<file path="src/rtl/ide_bm_pkg.sv">
package ide_bm_pkg;
  typedef enum logic [1:0] {
    SZ_BYTE = 2'd0,
    SZ_HALF = 2'd1,
    SZ_WORD = 2'd2
  } acc_size_e;

  localparam int unsigned CMD_GO_BIT  = 0;
  localparam int unsigned CMD_DIR_BIT = 3;
  localparam logic [7:0]  CMD_MASK    = 8'h09;

  localparam int unsigned ST_ACT   = 0;
  localparam int unsigned ST_ERR   = 1;
  localparam int unsigned ST_INT   = 2;
  localparam int unsigned ST_RW_LO = 5;
  localparam int unsigned ST_RW_HI = 6;

  function automatic logic [31:0] size_ones(input logic [1:0] sz);
    case (sz)
      SZ_BYTE: return 32'h0000_00ff;
      SZ_HALF: return 32'h0000_ffff;
      default: return 32'hffff_ffff;
    endcase
  endfunction

  function automatic int size_bytes(input logic [1:0] sz);
    case (sz)
      SZ_BYTE: return 1;
      SZ_HALF: return 2;
      default: return 4;
    endcase
  endfunction
endpackage

</file>
<file path="src/rtl/ide_bm_chan.sv">
module ide_bm_chan
  import ide_bm_pkg::*;
(
  input  logic        clk_i,
  input  logic        rst_ni,
  input  logic        grp_we_i,
  input  logic        ptr_we_i,
  input  logic [1:0]  off_i,
  input  logic [1:0]  size_i,
  input  logic [31:0] wdata_i,
  input  logic        drv_irq_i,
  input  logic        act_set_i,
  input  logic        act_clr_i,
  input  logic        err_set_i,
  input  logic        int_set_i,
  output logic [7:0]  cmd_o,
  output logic [7:0]  stat_o,
  output logic [31:0] ptr_o,
  output logic        start_o,
  output logic        stop_o,
  output logic        dir_o,
  output logic        pend_o
);
  logic        byte_acc, cmd_we, stat_we;
  logic [7:0]  cmd_q, stat_q, stat_d;
  logic [31:2] ptr_q;
  logic [31:0] ptr_d;
  logic        start_q, stop_q, pend_q;

  assign byte_acc = (size_i == SZ_BYTE);
  assign cmd_we   = grp_we_i && byte_acc && (off_i == 2'd0);
  assign stat_we  = grp_we_i && byte_acc && (off_i == 2'd2);

  always_comb begin
    stat_d = stat_q;
    if (stat_we) begin
      stat_d[ST_RW_HI:ST_RW_LO] = wdata_i[ST_RW_HI:ST_RW_LO];
      stat_d[ST_INT:ST_ERR]     = stat_q[ST_INT:ST_ERR] & ~wdata_i[ST_INT:ST_ERR];
    end
    // hardware events override software in the same cycle
    if (act_set_i)      stat_d[ST_ACT] = 1'b1;
    else if (act_clr_i) stat_d[ST_ACT] = 1'b0;
    if (err_set_i)      stat_d[ST_ERR] = 1'b1;
    if (int_set_i)      stat_d[ST_INT] = 1'b1;
  end

  always_comb begin
    ptr_d = {ptr_q, 2'b00};
    for (int k = 0; k < 4; k++) begin
      if (ptr_we_i && (k >= int'(off_i)) && ((k - int'(off_i)) < size_bytes(size_i)))
        ptr_d[8*k +: 8] = 8'(wdata_i >> (8 * (k - int'(off_i))));
    end
  end

  always_ff @(posedge clk_i or negedge rst_ni) begin
    if (!rst_ni) begin
      cmd_q   <= '0;
      stat_q  <= '0;
      ptr_q   <= '0;
      start_q <= 1'b0;
      stop_q  <= 1'b0;
      pend_q  <= 1'b0;
    end else begin
      if (cmd_we) cmd_q <= wdata_i[7:0] & CMD_MASK;
      stat_q  <= stat_d;
      ptr_q   <= ptr_d[31:2];
      start_q <= cmd_we &&  wdata_i[CMD_GO_BIT] && !cmd_q[CMD_GO_BIT];
      stop_q  <= cmd_we && !wdata_i[CMD_GO_BIT] &&  cmd_q[CMD_GO_BIT];
      pend_q  <= drv_irq_i;
    end
  end

  assign cmd_o   = cmd_q;
  assign stat_o  = stat_q;
  assign ptr_o   = {ptr_q, 2'b00};
  assign start_o = start_q;
  assign stop_o  = stop_q;
  assign dir_o   = cmd_q[CMD_DIR_BIT];
  assign pend_o  = pend_q;
endmodule

</file>
<file path="src/rtl/ide_bm_irq.sv">
module ide_bm_irq #(
  parameter int NUM_CH   = 2,
  parameter int LINE_W   = 4,
  parameter int LINE_RST = 14
) (
  input  logic              clk_i,
  input  logic              rst_ni,
  input  logic              line_we_i,
  input  logic [7:0]        line_wdata_i,
  input  logic [NUM_CH-1:0] pend_i,
  output logic [7:0]        line_o,
  output logic              irq_o
);
  logic [LINE_W-1:0] line_q;

  always_ff @(posedge clk_i or negedge rst_ni) begin
    if (!rst_ni)        line_q <= LINE_W'(LINE_RST);
    else if (line_we_i) line_q <= line_wdata_i[LINE_W-1:0];
  end

  assign line_o = 8'(line_q);
  assign irq_o  = (|pend_i) && (line_q != '0);
endmodule

</file>
<file path="src/rtl/ide_bm_regs.sv">
module ide_bm_regs
  import ide_bm_pkg::*;
#(
  parameter int NUM_CH   = 2,
  parameter int LINE_W   = 4,
  parameter int LINE_RST = 14,
  localparam int CH_W    = (NUM_CH > 1) ? $clog2(NUM_CH) : 1,
  localparam int AW      = CH_W + 3
) (
  input  logic              clk_i,
  input  logic              rst_ni,
  input  logic [AW-1:0]     bus_addr_i,
  input  logic [1:0]        bus_size_i,
  input  logic              bus_we_i,
  input  logic [31:0]       bus_wdata_i,
  output logic [31:0]       bus_rdata_o,
  input  logic              line_we_i,
  input  logic [7:0]        line_wdata_i,
  output logic [7:0]        line_o,
  input  logic [NUM_CH-1:0] drv_irq_i,
  input  logic [NUM_CH-1:0] act_set_i,
  input  logic [NUM_CH-1:0] act_clr_i,
  input  logic [NUM_CH-1:0] err_set_i,
  input  logic [NUM_CH-1:0] int_set_i,
  output logic [NUM_CH-1:0] dma_start_o,
  output logic [NUM_CH-1:0] dma_stop_o,
  output logic [NUM_CH-1:0] dma_dir_o,
  output logic              irq_o
);
  logic [CH_W-1:0]   ch;
  logic [1:0]        off;
  logic              ch_ok;
  logic [7:0]        cmd_a  [NUM_CH];
  logic [7:0]        stat_a [NUM_CH];
  logic [31:0]       ptr_a  [NUM_CH];
  logic [NUM_CH-1:0] pend;

  assign ch    = bus_addr_i[AW-1:3];
  assign off   = bus_addr_i[1:0];
  assign ch_ok = int'(ch) < NUM_CH;

  for (genvar n = 0; n < NUM_CH; n++) begin : g_ch
    logic hit;
    assign hit = bus_we_i && (ch == CH_W'(n));

    ide_bm_chan u_chan (
      .clk_i     (clk_i),
      .rst_ni    (rst_ni),
      .grp_we_i  (hit && !bus_addr_i[2]),
      .ptr_we_i  (hit &&  bus_addr_i[2]),
      .off_i     (off),
      .size_i    (bus_size_i),
      .wdata_i   (bus_wdata_i),
      .drv_irq_i (drv_irq_i[n]),
      .act_set_i (act_set_i[n]),
      .act_clr_i (act_clr_i[n]),
      .err_set_i (err_set_i[n]),
      .int_set_i (int_set_i[n]),
      .cmd_o     (cmd_a[n]),
      .stat_o    (stat_a[n]),
      .ptr_o     (ptr_a[n]),
      .start_o   (dma_start_o[n]),
      .stop_o    (dma_stop_o[n]),
      .dir_o     (dma_dir_o[n]),
      .pend_o    (pend[n])
    );
  end

  always_comb begin
    bus_rdata_o = size_ones(bus_size_i);
    if (ch_ok) begin
      if (bus_addr_i[2]) begin
        bus_rdata_o = (ptr_a[ch] >> {off, 3'b000}) & size_ones(bus_size_i);
      end else if (bus_size_i == SZ_BYTE) begin
        case (off)
          2'd0:    bus_rdata_o = 32'(cmd_a[ch]);
          2'd2:    bus_rdata_o = 32'(stat_a[ch]);
          default: bus_rdata_o = 32'h0000_00ff;
        endcase
      end
    end
  end

  ide_bm_irq #(
    .NUM_CH   (NUM_CH),
    .LINE_W   (LINE_W),
    .LINE_RST (LINE_RST)
  ) u_irq (
    .clk_i        (clk_i),
    .rst_ni       (rst_ni),
    .line_we_i    (line_we_i),
    .line_wdata_i (line_wdata_i),
    .pend_i       (pend),
    .line_o       (line_o),
    .irq_o        (irq_o)
  );
endmodule

</file>
<file path="config.mk">
export PLATFORM = sky130hd
export DESIGN_NAME = ide_bm_regs
export DESIGN_NICKNAME = d
export VERILOG_FILES = /design/src/rtl/ide_bm_pkg.sv /design/src/rtl/ide_bm_chan.sv /design/src/rtl/ide_bm_irq.sv /design/src/rtl/ide_bm_regs.sv
export SDC_FILE = /design/constraint.sdc
export NUM_CORES = 1
export LEC_CHECK = 0
export BUFFER_PORTS_ARGS = -buffer_cell sky130_fd_sc_hd__buf_2
export CAP_MARGIN = 10
export CORE_MARGIN = 2
export CORE_UTILIZATION = 49
export CTS_CLUSTER_SIZE = 30
export DETAILED_ROUTE_END_ITERATION = 12
export PLACE_DENSITY = 0.71
export SKIP_CTS_REPAIR_TIMING = 1
export SLEW_MARGIN = 20
export SYNTH_ARGS = -nofsm -noshare
export SYNTH_HDL_FRONTEND = slang
export SYNTH_HIERARCHICAL = 1
export SYNTH_SLANG_ARGS = --single-unit
</file>
<file path="constraint.sdc">
create_clock -name clk_i -period 1.4 [get_ports clk_i]
set_input_delay 0.07 -clock clk_i [delete_from_list [all_inputs] [get_ports clk_i]]
set_output_delay 0.07 -clock clk_i [all_outputs]
set_load 0.01 [all_outputs]
</file>
==> results of run 1 <==
==> kinds of logic (layout without fill, tap and decap cells) <==
family	count (synthesis)	after routing	synth area share
other	3	26	0.00171
flip-flops	84	84	0.320
adder cells (fa/ha/maj)	16	16	0.0304
buffers and inverters	79	252	0.0804
AO/OA/AOI/OAI	103	103	0.104
multiplexers	180	180	0.366
AND/OR/NAND/NOR	125	125	0.0978
==> metal layers <==
metal | up-vias | part of all wire | routed length [um]
met5 | - | 0 | 0
met4 | 0 | 0.020 | 418
met3 | 27 | 0.068 | 1390
met2 | 276 | 0.47 | 9510
met1 | 2837 | 0.45 | 9130
li1 | 2513 | - | -
==> placed cells by master (no fill, tap or decap), types with 13 or more instances in the layout <==
cell	netlist	final
sky130_fd_sc_hd__nand2_1	34	26
sky130_fd_sc_hd__o22ai_1	16	16
sky130_fd_sc_hd__nor2b_1	19	18
sky130_fd_sc_hd__mux4_2	25	36
sky130_fd_sc_hd__dfrtp_1	81	80
sky130_fd_sc_hd__buf_4	31	103
sky130_fd_sc_hd__buf_2	6	95
sky130_fd_sc_hd__dlygate4sd3_1	0	13
sky130_fd_sc_hd__mux2_2	89	44
sky130_fd_sc_hd__mux2_4	0	45
sky130_fd_sc_hd__a211oi_1	16	16
sky130_fd_sc_hd__conb_1	3	26
sky130_fd_sc_hd__nor2_1	35	27
sky130_fd_sc_hd__a21oi_1	20	18
sky130_fd_sc_hd__mux2i_1	55	53
==> cell usage after synthesis, types with 8 or more instances <==
| cell | instances |
|---|---|
| sky130_fd_sc_hd__a21oi_1 | 20 |
| sky130_fd_sc_hd__mux4_2 | 25 |
| sky130_fd_sc_hd__buf_6 | 12 |
| sky130_fd_sc_hd__nor2b_1 | 19 |
| sky130_fd_sc_hd__mux4_1 | 11 |
| sky130_fd_sc_hd__nand2_1 | 34 |
| sky130_fd_sc_hd__o22ai_1 | 16 |
| sky130_fd_sc_hd__dfrtp_1 | 81 |
| sky130_fd_sc_hd__o21ai_0 | 13 |
| sky130_fd_sc_hd__clkbuf_1 | 15 |
| sky130_fd_sc_hd__nand2b_1 | 9 |
| sky130_fd_sc_hd__buf_4 | 31 |
| sky130_fd_sc_hd__a31oi_1 | 8 |
| sky130_fd_sc_hd__a22oi_1 | 9 |
| sky130_fd_sc_hd__ha_1 | 16 |
| sky130_fd_sc_hd__nor2_1 | 35 |
| sky130_fd_sc_hd__mux2_2 | 89 |
| sky130_fd_sc_hd__mux2i_1 | 55 |
| sky130_fd_sc_hd__a211oi_1 | 16 |
==> per-stage QoR <==
stage,std cells,util
after floorplan,613,-
after global placement,920,0.613
after detailed placement,920,0.613
after CTS,936,0.639
after global routing,962,0.665
final,962,0.665
==> state kept, by name, indices dropped and copies added, names as in the netlist <==
signal,cells
g_ch.u_chan/cmd_o,4
u_irq/line_q,4
g_ch.u_chan/ptr_q,60
g_ch.u_chan/stat_o,10
g_ch.u_chan/stop_o,2
g_ch.u_chan/start_o,2
g_ch.u_chan/pend_o,2
==> report_power, final <==
group,internal (mW),leakage [nW],total [mW],switching [mW]
Combinational,2.19,2.93,3.70,1.51
Clock,1.76,0.163,2.81,1.06
Sequential,2.97,1.03,3.48,0.514
Total,6.92,4.12,10.0,3.08
==> worst max-delay path: cells and delay by family, from the launching register on <==
family | cells | cell delay, ns
AND/OR/NAND/NOR | 1 | 0.17
AO/OA/AOI/OAI | 1 | 0.16
buffers and inverters | 1 | 0.14
flip-flops | 1 | 0.45
multiplexers | 1 | 0.51
==> final cells by class <==
cell class / count / area [um2] / share of cell area
clock buffers: 9 / 225 / 0.0257
clock inverters: 7 / 123 / 0.0140
inverters: 9 / 38.8 / 0.00442
multi-input cells: 450 / 4430 / 0.505
flip-flops and latches: 84 / 2110 / 0.240
well taps: 176 / 220 / 0.0251
repair buffers: 227 / 1630 / 0.186
==> worst min path at each step <==
stage,from,endpoint,slack (ns),cells after the start
floorplan,rst_ni,g_ch[0].u_chan/cmd_o[0]$_DFFE_PN0N_,-0.23,0
global placement,rst_ni,g_ch[0].u_chan/stop_o$_DFF_PN0_,0.01,1
detailed placement,rst_ni,g_ch[0].u_chan/stop_o$_DFF_PN0_,0.03,1
CTS,rst_ni,g_ch[0].u_chan/stop_o$_DFF_PN0_,-0.34,1
global route,act_clr_i[0],g_ch[0].u_chan/stat_o[0]$_DFFE_PN0P_,0.0003,3
finish,act_clr_i[1],g_ch[1].u_chan/stat_o[0]$_DFFE_PN0P_,-0.02,3
==> impl_summary.md, run 1 <==
Status
The run finished, with violations left. The final reports fail on negative hold slack, negative setup slack.

GRT
The number of antenna violations at the first check in global routing is 0. The busiest layer in global routing is met2. The sum of overflow across all layers after global routing is 0. The first global-routing pass estimated between 30,000 and 40,000 um of wire. Entering global routing, the biggest net connects 51 pins. The all-layer global routing usage is 0.281.

For this run, global-route usage on met3 was measured as 0.0361. The number of global-route vias before repair is approximately 5,500. The met2 layer usage reported by global route is 0.447.

The met1 demand-to-capacity share in global routing is 0.407.

STA
For the pin with the worst max-slew slack, the measured transition is 0.600 ns. The worst pin sits at a relative slew slack of 0.600. The hold violation count in the final report is 1. In the post-route analysis, the smallest setup slack over all paths is -0.442 ns. Setup repair after global routing could not meet its margin everywhere. Final hold analysis gives a worst-case slack of -0.0159 ns. For this run, the top clock speed supported by timing is between 500 and 600 MHz.

The share of the clock period used by the worst path is 1.32. The setup total negative slack is -7.70 ns. The maximum clock skew at final layout is slightly below 0.00009 ns.

The number of pins with negative max-slew slack in the final report is 0. The minimum period implied by the final worst setup slack is 1.84 ns. Setup violations remaining at the end of the flow were counted as 25.

Cells and area
The share of layout cells above drive strength 1 is 0.538. The number of antenna cells inserted is 0. The total number of nets in the final design is roughly 860. The summed area of non-filler cells in the final layout is roughly 9000 um2.

The layout-stage area growth over the synthesis result is 33.4%. Counting the fill cells in the layout gives just over 1,000.

Worst setup path
The setup slack on the worst flop-to-flop path is around 0.32 ns. The worst setup path is launched from a flop. The critical path is of the reg2out type. The critical path arrival is between 1.5 and 2 ns. The worst register-to-register path has a depth of 3. The biggest cell delay along the critical path is 0.51 ns. In this run the critical register-to-register path is captured at g_ch[1].u_chan/ptr_q[20]$_DFFE_PN0P_.

Tracing the worst setup path back leads to its startpoint at g_ch[1].u_chan/ptr_q[20]$_DFFE_PN0P_. In this run the worst setup path terminates at bus_rdata_o[12]. For the worst setup path, the data required time is approximately 1.3 ns. The worst setup path is captured at a primary output.

The cell with the largest stage delay on the worst path is sky130_fd_sc_hd__mux4_2. The source of the worst register-to-register timing path is g_ch[1].u_chan/ptr_q[20]$_DFFE_PN0P_. Walking the worst path, the cells encountered are mux4_2 > and2_4 > o22a_1 > buf_2.

Along the worst path, the maximum fanout reaches 3.

Floorplanning
In this run the core area contains 42 standard-cell rows. The area of the die is about 14,000 um2. From bottom edge to top edge, the die measures ~120 um.

The total core area is approximately 13,000 um2. The horizontal die dimension is between 100 and 150 um. For this configuration, the core starts out at a cell density of 0.499. The number of I/O pins is around 110.

Routing
Summing over every cut layer, the via total after detailed routing is approximately 5,700. For this block, the initial DRC count from the detailed router was 518. In this run the remaining antenna-violating nets after routing total 0. The number of design rule violations left after detail routing is 0.

The via count normalized by instance count is 5.88. Before antenna repair, the detailed router went through 5 iterations. For this block, the routed nets add up to roughly 20,000 um of wire. The wire length per cell after detailed routing is roughly 21 um.

Clocking
Counting along the longest clock path gives a buffer depth of 2. After clock tree synthesis, the clock-pin slew on the worst setup and hold paths is 0.06 ns. The clock tree synthesis step divided the H-tree into 3 levels. The CTS sink count is 84. The TritonCTS clock tree is yes. TritonCTS created 9 clock buffers. The cell chosen for the clock root is sky130_fd_sc_hd__clkbuf_16. The insertion delay of the later-clocked pin in the worst-skew pair is between 0.3 and 0.4 ns.

Flow run
Max-cap violations in this run came to 0.

Place
The detailed placement HPWL is around 15,000 um. The count of buffers from port buffering is 98. Prior to clock tree synthesis, the placed netlist has a worst setup slack of -0.388 ns. The placed instances occupy a cell area of 8080 um2.

The routability congestion estimate is slightly below 0.9.

Synth
The share of Yosys cell area claimed by the top area cell type is 0.308. Each instance of the synthesized netlist takes up on average around 11 um2. Of all cell types, the one taking the most synthesized area is sky130_fd_sc_hd__dfrtp_1. The total of warnings raised by yosys is 6. For this run, asynchronously set or reset flops after synthesis account for 1.00. By area the synthesized netlist is led by sky130_fd_sc_hd__dfrtp_1 (31%), sky130_fd_sc_hd__mux2_2 (15%), sky130_fd_sc_hd__mux4_2 (8.6%). Among all flip-flop cells after synthesis, the most frequent one is sky130_fd_sc_hd__dfrtp_1.

The post-synth design cell area is roughly 6600 um2. Counting flops with a built-in enable in the synthesized netlist gives 0. In this run, synthesis produced a sequential element count of 84. The distinct cell type count of the synthesized netlist is 45. The gate count after technology mapping is 590. Of the synthesized area, sequential elements account for 0.320.

Pwr
Power spread over the standard cell area amounts to approximately 1100 nW/um2. The leakage power figure is 4.12 nW. The maximum resistive drop on vdd is slightly above 0.7 mV. The total power consumption of the routed design is around 10 mW.

Hold path
The path type of the worst min-delay path is in2reg.
Note: power is estimated with default switching activity, not from simulation.
==> run 2: changes to the inputs <==
CORE_ASPECT_RATIO = 0.8   (was default)
PLACE_DENSITY = 0.74   (was 0.71)
SETUP_SLACK_MARGIN = 0.5   (was default)
clock period = 1.5 ns   (was 1.4 ns; I/O delays follow)
==> run 2 against run 1 <==
Net effect:
- largest power group unchanged
- sequential power decreased by 5.7%
- clock power decreased by 18%
- worst setup slack improved by 0.12 ns
- the run ends with negative setup slack left
- critical endpoint is now bus_rdata_o[10]
- cell area increased by 9.9%
- routed wire length increased by 9.0%
- global-route usage decreased by 0.46 points
- critical path depth unchanged
- clock-buffer cell count increased by 2
- final cell count decreased by 0.31%
- sequential share of layout area decreased by 2.1 points
==> impl_summary.md, run 2 (synthesis gave the netlist of run 1 again) <==
Cells and area
The total number of nets in the final design is 855 (-0.23%). From synthesis to final layout, the design area changed by 46.6%. The number of flip-flops in the largest register came to 60 (unchanged). The share of the core filled with cells was 0.744 (+0.0787).

In the layout the commonest cells are sky130_fd_sc_hd__buf_2 (82), sky130_fd_sc_hd__dfrtp_1 (78), sky130_fd_sc_hd__mux2_4 (70), sky130_fd_sc_hd__buf_4 (67), sky130_fd_sc_hd__mux2i_1 (43). The register name with the most flops is g_ch.u_chan/ptr_q. The number of antenna cells inserted came to 0 (unchanged). Leaving out fill and tap cells, the most frequent cell in the layout is sky130_fd_sc_hd__buf_2. The share of layout cells above drive strength 1 is 0.611 (+0.0728).

Pwr
The maximum resistive drop on vdd is 0.878 mV (+24%). The leakage power figure is 4.37 nW (+6.1%). The power per cell area is 979 nW/um2 (-14%).

The total power consumption of the routed design is 9.45 mW (-5.5%).

Worst setup path
The type of destination of the critical path is a primary output. The critical path is of the reg2out type. The worst endpoint required time is 1.42 ns (+0.09 ns). Traced cell by cell, the critical path runs through mux4_2 > and2_1 > o22a_1 > buf_2. The biggest cell delay along the critical path came to 0.51 ns (about the same). The maximum fanout along the worst path is 3 (unchanged).

The worst setup path is launched from a flop. The sum of buffers and inverters on the critical path was 1 (unchanged). The cell with the largest stage delay on the worst path is sky130_fd_sc_hd__mux4_2. The critical path arrival came to 1.75 ns (-0.02 ns). The cell class contributing the biggest share of worst-path delay is multiplexers.

Clocking
The TritonCTS clock tree is yes. The insertion delay of the later-clocked pin in the worst-skew pair is 0.35 ns (about the same). The CTS sink count is 84 (unchanged).

The CTS clock-pin slew for the worst setup and hold paths is 0.07 ns (about the same). The CTS buffer count is 9 (unchanged). The H-tree depth reported by CTS was 3 (unchanged).

The tree is rooted in a sky130_fd_sc_hd__clkbuf_16. The worst-case clock buffer depth is 2 (unchanged).

Status
The checks that failed: negative setup slack. The run finished, with violations left.

STA
The worst hold margin was 0.0155 ns (+0.0314 ns). The minimum period implied by the final worst setup slack is 1.82 ns. Setup repair after global routing could not meet its margin everywhere. The final count of negative-setup-slack endpoints is 24 (-4.0%). The number of pins with negative max-slew slack in the final report was 0 (unchanged). The worst slew margin relative to its limit was 0.666 (+0.0658). For this run, the top clock speed supported by timing is 548 MHz. The setup total negative slack is -5.43 ns (+2.27 ns). The maximum clock skew at final layout is 0.00385 ns (+0.00376 ns).

The smallest setup slack after layout is -0.323 ns (+0.119 ns). The hold violation count in the final report is 0 (-1). The slew of the pin with the lowest slew margin is 0.501 ns (-0.0981 ns). In the finished design, the share of the clock period the worst path needs comes to 1.22.

Routing
The number of detailed-routing iterations run before antenna repair is 5 (unchanged). The wire length per cell after detailed routing is 23.2 um (+9.3%). The remaining antenna violation count after routing came to 0 (unchanged).

The number of design-rule violations left by the first detailed-router iteration is 707 (+36%). The total wirelength of the detailed-routed design is 22,300 um (+9.0%). The total via count after detailed routing came to 5,801 (+2.6%).

The number of design rule violations left after detail routing was 0 (unchanged). The via count normalized by instance count came to 6.05 (+2.9%).

GRT
The pin count of the biggest net entering global routing came to 54 (+5.9%). The sum of overflow across all layers after global routing was 0 (unchanged). The first-pass GRT wire length is 30,000 um (-3.2%). The all-layer global routing usage came to 0.277 (-0.00459).

The number of antenna violations at the first check in global routing came to 0 (unchanged). The number of global-route vias before repair is 5,368 (-2.7%).

Floorplanning
The number of I/O pins was 107 (unchanged). The horizontal die dimension is 134 um (+11%). The effective utilization at floorplan is 0.508 (+0.00876).

The y dimension of the die is 108 um (-10%). The floorplan row count is 37 (-12%). The area of the die came to 14,400 um2 (about the same). The total core area is 13,000 um2 (-1.7%).

Place
The detailed placement HPWL is 14,700 um (-2.8%). The count of buffers from port buffering is 98 (unchanged). The routability congestion estimate is 0.874 (-0.33%).

Hold path
The path class of the tightest hold or removal check is in2reg.

Flow run
The number of max-cap violations is 0 (unchanged).
## run 2: changes by cell type in the layout (fill, tap and decap cells not counted), sizes merged
cell	before	now
bufinv	3	1
inv	11	8
dlygate4sd3	13	14
buf	214	206
clkbuf	9	16
clkinvlp	2	0
clkinv	0	5
## run 2: metal layers
metal	GRT usage	share of wire	wire, um
met4	0.0661	0.019	433
met5	0	0	0
met3	0.0829	0.094	2100
met2	0.400	0.46	10300
met1	0.407	0.42	9400
## run 2: layout make-up
type	count	area (um2)
flip-flops and latches	84	2110
fillers	814	3320
clock inverters	5	61.3
inverters	9	56.3
clock buffers	11	243
multi-input cells	450	4920
repair buffers	225	2030
well taps	175	219
## run 2: where the power goes
part | internal, mW | leakage, nW | switching (mW)
combinational | 2.26 | 3.20 | 1.61
clock | 1.34 | 0.150 | 0.957
sequential | 2.77 | 1.03 | 0.507
## run 2: metrics by stage
| stage | cell area [um2] | worst slack, ns | std cells |
|---|---|---|---|
| after global placement | 7960 | -0.225 | 875 |
| final | 9640 | -0.323 | 959 |
| after CTS | 8260 | -0.303 | 891 |
| after global routing | 9640 | -0.351 | 959 |
| after floorplan | 7270 | -0.447 | 613 |
| after detailed placement | 7960 | -0.254 | 875 |
## run 2: final timing paths
path,startpoint,end,slack (ns),cells past startpoint
setup / recovery,g_ch[1].u_chan/ptr_q[18]$_DFFE_PN0P_,bus_rdata_o[10],-0.32,4
hold / removal,act_clr_i[0],g_ch[0].u_chan/stat_o[0]$_DFFE_PN0P_,0.02,3
setup reg to reg,g_ch[1].u_chan/ptr_q[31]$_DFFE_PN0P_,g_ch[1].u_chan/ptr_q[31]$_DFFE_PN0P_,0.50,3
hold reg to reg,g_ch[0].u_chan/stat_o[1]$_DFFE_PN0P_,g_ch[0].u_chan/stat_o[1]$_DFFE_PN0P_,0.48,1
max in group asynchronous,rst_ni,g_ch[0].u_chan/ptr_q[29]$_DFFE_PN0P_,0.73,3
min in group asynchronous,rst_ni,g_ch[1].u_chan/ptr_q[20]$_DFFE_PN0P_,0.18,2
## run 2: tightest hold or removal path, cell delays in order
cell and delay (ns):
sky130_fd_sc_hd__buf_2 0.10, sky130_fd_sc_hd__inv_1 0.05, sky130_fd_sc_hd__a21o_1 0.11
==> run 3: changes to the inputs <==
PLACE_DENSITY = 0.76   (was 0.74)
SETUP_SLACK_MARGIN = 0.1   (was 0.5)
SYNTH_HIERARCHICAL = default   (was 1)
==> run 3 against run 2 <==
Net effect:
- utilization down 1.4 points
- worst setup slack better by 0.12 ns
- register-to-register slack better by 0.08 ns
- final cell count down 21%
- critical endpoint is now bus_rdata_o[9]
- synthesized cell count down 27%
- via count down 21%
- critical path type unchanged
- cell area down 22%
- the flow still finishes with violations (negative setup slack)
- global-route usage down 1.2 points
- non-clock buffer count down 30
- largest cell class unchanged
- sequential cell count unchanged
- critical path depth up 1
==> impl_summary.md, run 3 <==
Cells and area
The number of flip-flops in the largest register came to 60 (unchanged). The commonest non-fill, non-tap cell in the layout is sky130_fd_sc_hd__buf_2. The share of layout cells above drive strength 1 is 0.584 (-0.0270). The library cells used most frequently in the layout, excluding fill and tap cells, are sky130_fd_sc_hd__buf_2 (94), sky130_fd_sc_hd__dfrtp_1 (81), sky130_fd_sc_hd__buf_4 (60), sky130_fd_sc_hd__mux2_2 (44). More flip-flops sit in one register than any other, and that register is g_ch.u_chan.ptr_q. The area growth from synthesis to layout is 45.5%. The total number of nets in the final design is 677 (-21%). The number of antenna cells inserted is 0 (unchanged). The summed area of non-filler cells in the final layout is 7480 um2 (-22%).

Routing
The number of design-rule violations left by the first detailed-router iteration is 633 (-10%). The remaining antenna violation count after routing was 0 (unchanged). The total wirelength of the detailed-routed design was 16,200 um (-27%). The total via count after detailed routing is 4,558 (-21%). The wire length per cell after detailed routing is 21.6 um (-7.2%). The via count normalized by instance count is 6.05 (about the same). The number of detailed-routing iterations run before antenna repair came to 5 (unchanged).

The number of design rule violations left after detail routing is 0 (unchanged).

Worst setup path
The cell class contributing the biggest share of worst-path delay is flip-flops. The type of destination of the critical path is a primary output. The biggest cell delay along the critical path came to 0.37 ns (-0.14 ns).

The classification of the worst setup path is reg2out. The critical path depth came to 5 (+1). The maximum fanout along the worst path came to 2 (-1). The cell with the largest stage delay on the worst path is sky130_fd_sc_hd__dfrtp_1. The setup slack on the worst flop-to-flop path is 0.58 ns (+0.08 ns). The worst endpoint required time was 1.42 ns (about the same). In this run the critical register-to-register path is launched from g_ch[0].u_chan.ptr_q[17]$_DFFE_PN0P_.

The sum of buffers and inverters on the critical path is 2 (+1). The critical path arrival is 1.63 ns (-0.12 ns). The critical path startpoint is g_ch[1].u_chan.ptr_q[25]$_DFFE_PN0P_. The signal on the critical path passes through mux2i_2 > buf_4 > or3_1 > a31oi_1 > buf_2.

The length in cells of the worst reg-to-reg path was 2 (-1). STA classifies the critical path startpoint as a flop.

STA
The number of pins with negative max-slew slack in the final report is 0 (unchanged). The slew of the pin with the lowest slew margin is 0.546 ns (+0.0441 ns). The final count of negative-setup-slack endpoints was 21 (-13%). The minimum period implied by the final worst setup slack is 1.71 ns (-0.117 ns). The smallest setup slack after layout is -0.207 ns (+0.117 ns). The maximum clock skew at final layout is 0.000283 ns (-0.00356 ns). The share of the clock period used by the worst path is 1.14 (-0.0778). The hold violation count in the final report was 0 (unchanged). The worst slew margin relative to its limit is 0.636 (-0.0294). The achievable clock frequency is 586 MHz (+6.8%). Setup repair after global routing could not meet its margin everywhere.

Synth
The sequential cell area fraction in the yosys report came to 0.410 (+0.0897). Ranked by total cell area, the synthesized netlist is headed by sky130_fd_sc_hd__dfrtp_1 (39%), sky130_fd_sc_hd__mux2_2 (18%), sky130_fd_sc_hd__mux4_2 (9.6%). The total of warnings raised by yosys is 0 (-6). By instance count, the leading cell after synthesis is sky130_fd_sc_hd__mux2_2.

The number of synthesized flops with an enable pin is 0 (unchanged). The post-synth design cell area is 5140 um2 (-22%). The average footprint of a synthesized cell is 11.9 um2 (+6.7%). The synthesized flop and latch total was 84 (unchanged). The cell type contributing the most total cell area after synthesis is sky130_fd_sc_hd__dfrtp_1.

In the synthesized netlist the dominant register cell turns out to be sky130_fd_sc_hd__dfrtp_1. The distinct cell type count of the synthesized netlist is 44 (-2.2%). The share of flip-flops with an asynchronous set or reset after synthesis is 1.00 (unchanged). Sorting the synthesized cells by how often they occur yields sky130_fd_sc_hd__mux2_2 (82), sky130_fd_sc_hd__dfrtp_1 (81), sky130_fd_sc_hd__nand2_1 (40). The share of Yosys cell area claimed by the top area cell type is 0.394 (+0.0863). The gate count after technology mapping is 432 (-27%).

Clocking
The CTS clock-pin slew for the worst setup and hold paths was 0.06 ns (about the same). The CTS buffer count is 9 (unchanged). TritonCTS built the clock tree. The insertion delay of the later-clocked pin in the worst-skew pair is 0.34 ns (about the same). The CTS sink count is 84 (unchanged).

The cell sitting at the root of the clock tree is a sky130_fd_sc_hd__clkbuf_16. The worst-case clock buffer depth is 2 (unchanged). The H-tree depth reported by CTS is 3 (unchanged).

Flow run
The number of max-cap violations is 0 (unchanged).

Hold path
The worst hold path begins at act_clr_i[0]. The path type of the worst min-delay path is in2reg. The hold path depth is 3 (unchanged).

Place
The routability congestion estimate is 0.919 (+5.2%). The post-placement setup slack came to -0.767 ns (-0.512 ns). The detailed placement HPWL came to 10,700 um (-27%). The cell area after placement is 6360 um2 (-20%). The count of buffers from port buffering is 98 (unchanged).

Floorplanning
The y dimension of the die came to 95.6 um (-11%). The number of I/O pins is 107 (unchanged). The horizontal die dimension is 118 um (-11%). The area of the die is 11,300 um2 (-21%).

The effective utilization at floorplan is 0.502 (-0.00570). The total core area came to 10,200 um2 (-21%). The floorplan row count is 33 (-11%).

Pwr
The sequential group share of total power is 0.371 (+0.024). The internal power summed over all cells is 5.62 mW (-12%). The leakage power figure is 3.41 nW (-22%). The clock network fraction of design power is 0.282 (+0.039). The combinational cell fraction of total power was 0.347 (-0.062). The maximum resistive drop on vdd is 0.578 mV (-34%). The power per cell area is 1080 nW/um2 (+10%).

The total net switching power is 2.44 mW (-21%). The fraction of power spent switching nets came to 0.303 (-0.0226).

GRT
The number of antenna violations at the first check in global routing is 0 (unchanged). The all-layer global routing usage is 0.264 (-0.0123). The pin count of the biggest net entering global routing is 42 (-22%). The number of global-route vias before repair came to 4,319 (-20%).

The sum of overflow across all layers after global routing is 0 (unchanged). The first-pass GRT wire length is 22,800 um (-24%).

Status
The final reports fail on negative setup slack. The flow ran to the end, but the final reports show violations.
run 3: cell types whose count changed in the layout (fill, tap and decap cells not counted), sizes merged, moves of 7 or more:
cell     before  now
o2bb2ai       0   16
buf         206  178
a211oi       16    0
o211ai        2   14
nor2b        19    2
mux4         36   22
nor2         35   12
conb         26    4
o22ai        16    0
ha           16    9
a21oi        20    3
mux2i        55   21
run 3: final cells by class:
cell class | instances | area (um2)
well taps | 140 | 175
clock buffers | 11 | 243
multi-input cells | 312 | 3260
clock inverters | 5 | 60.1
fillers | 720 | 2760
repair buffers | 195 | 1580
flip-flops and latches | 84 | 2110
inverters | 6 | 56.3
run 3: routing by layer:
| layer | share of wire | GRT usage |
|---|---|---|
| met5 | 0 | 0 |
| met4 | 0.024 | 0.0843 |
| met3 | 0.087 | 0.0670 |
| met2 | 0.48 | 0.434 |
| met1 | 0.41 | 0.349 |
run 3: cell families after synthesis:
group,share of synthesized area
other,0.000730
AOI/OAI and AO/OA,0.124
muxes,0.319
and+or+nand+nor,0.0799
DFF,0.410
adders and majority gates,0.0219
buffers and inverters,0.0441
run 3: path summary, 6_finish.rpt:
kind / to
setup reg to reg: g_ch[0].u_chan.ptr_q[17]$_DFFE_PN0P_
setup / recovery: bus_rdata_o[9]
hold / removal: g_ch[0].u_chan.stat_o[0]$_DFFE_PN0P_
hold reg to reg: g_ch[1].u_chan.stat_o[6]$_DFFE_PN0P_
min in group asynchronous: g_ch[1].u_chan.stat_o[0]$_DFFE_PN0P_
max in group asynchronous: g_ch[0].u_chan.ptr_q[10]$_DFFE_PN0P_
run 3: through the flow:
stage	hold WS, ns	power [mW]	std cells	TNS, ns	util
final	0.0114	8.06	753	-2.13	0.730
after global routing	0.0191	8.39	753	-3.28	0.730
after CTS	-0.259	7.36	709	-10.91	0.650
after detailed placement	0.0932	5.06	693	-32.18	0.621
after global placement	0.0853	4.97	693	-27.51	0.621
after floorplan	-0.221	4.32	435	-8.08	-
run 3: worst min-delay path, delay by kind of cell:
family	cells	cell delay (ns)
buffers and inverters	2	0.13
AOI/OAI and AO/OA	1	0.11
run 3: power by group through the flow:
stage / registers (mW) / logic [mW] / clock network [mW]
3_3_place_gp: 2.95 / 2.03 / 0
6_report: 2.99 / 2.79 / 2.28
2_1_floorplan: 2.90 / 1.41 / 0
5_1_grt: 3.03 / 2.93 / 2.43
3_5_place_dp: 2.97 / 2.09 / 0
4_1_cts: 2.94 / 2.12 / 2.30
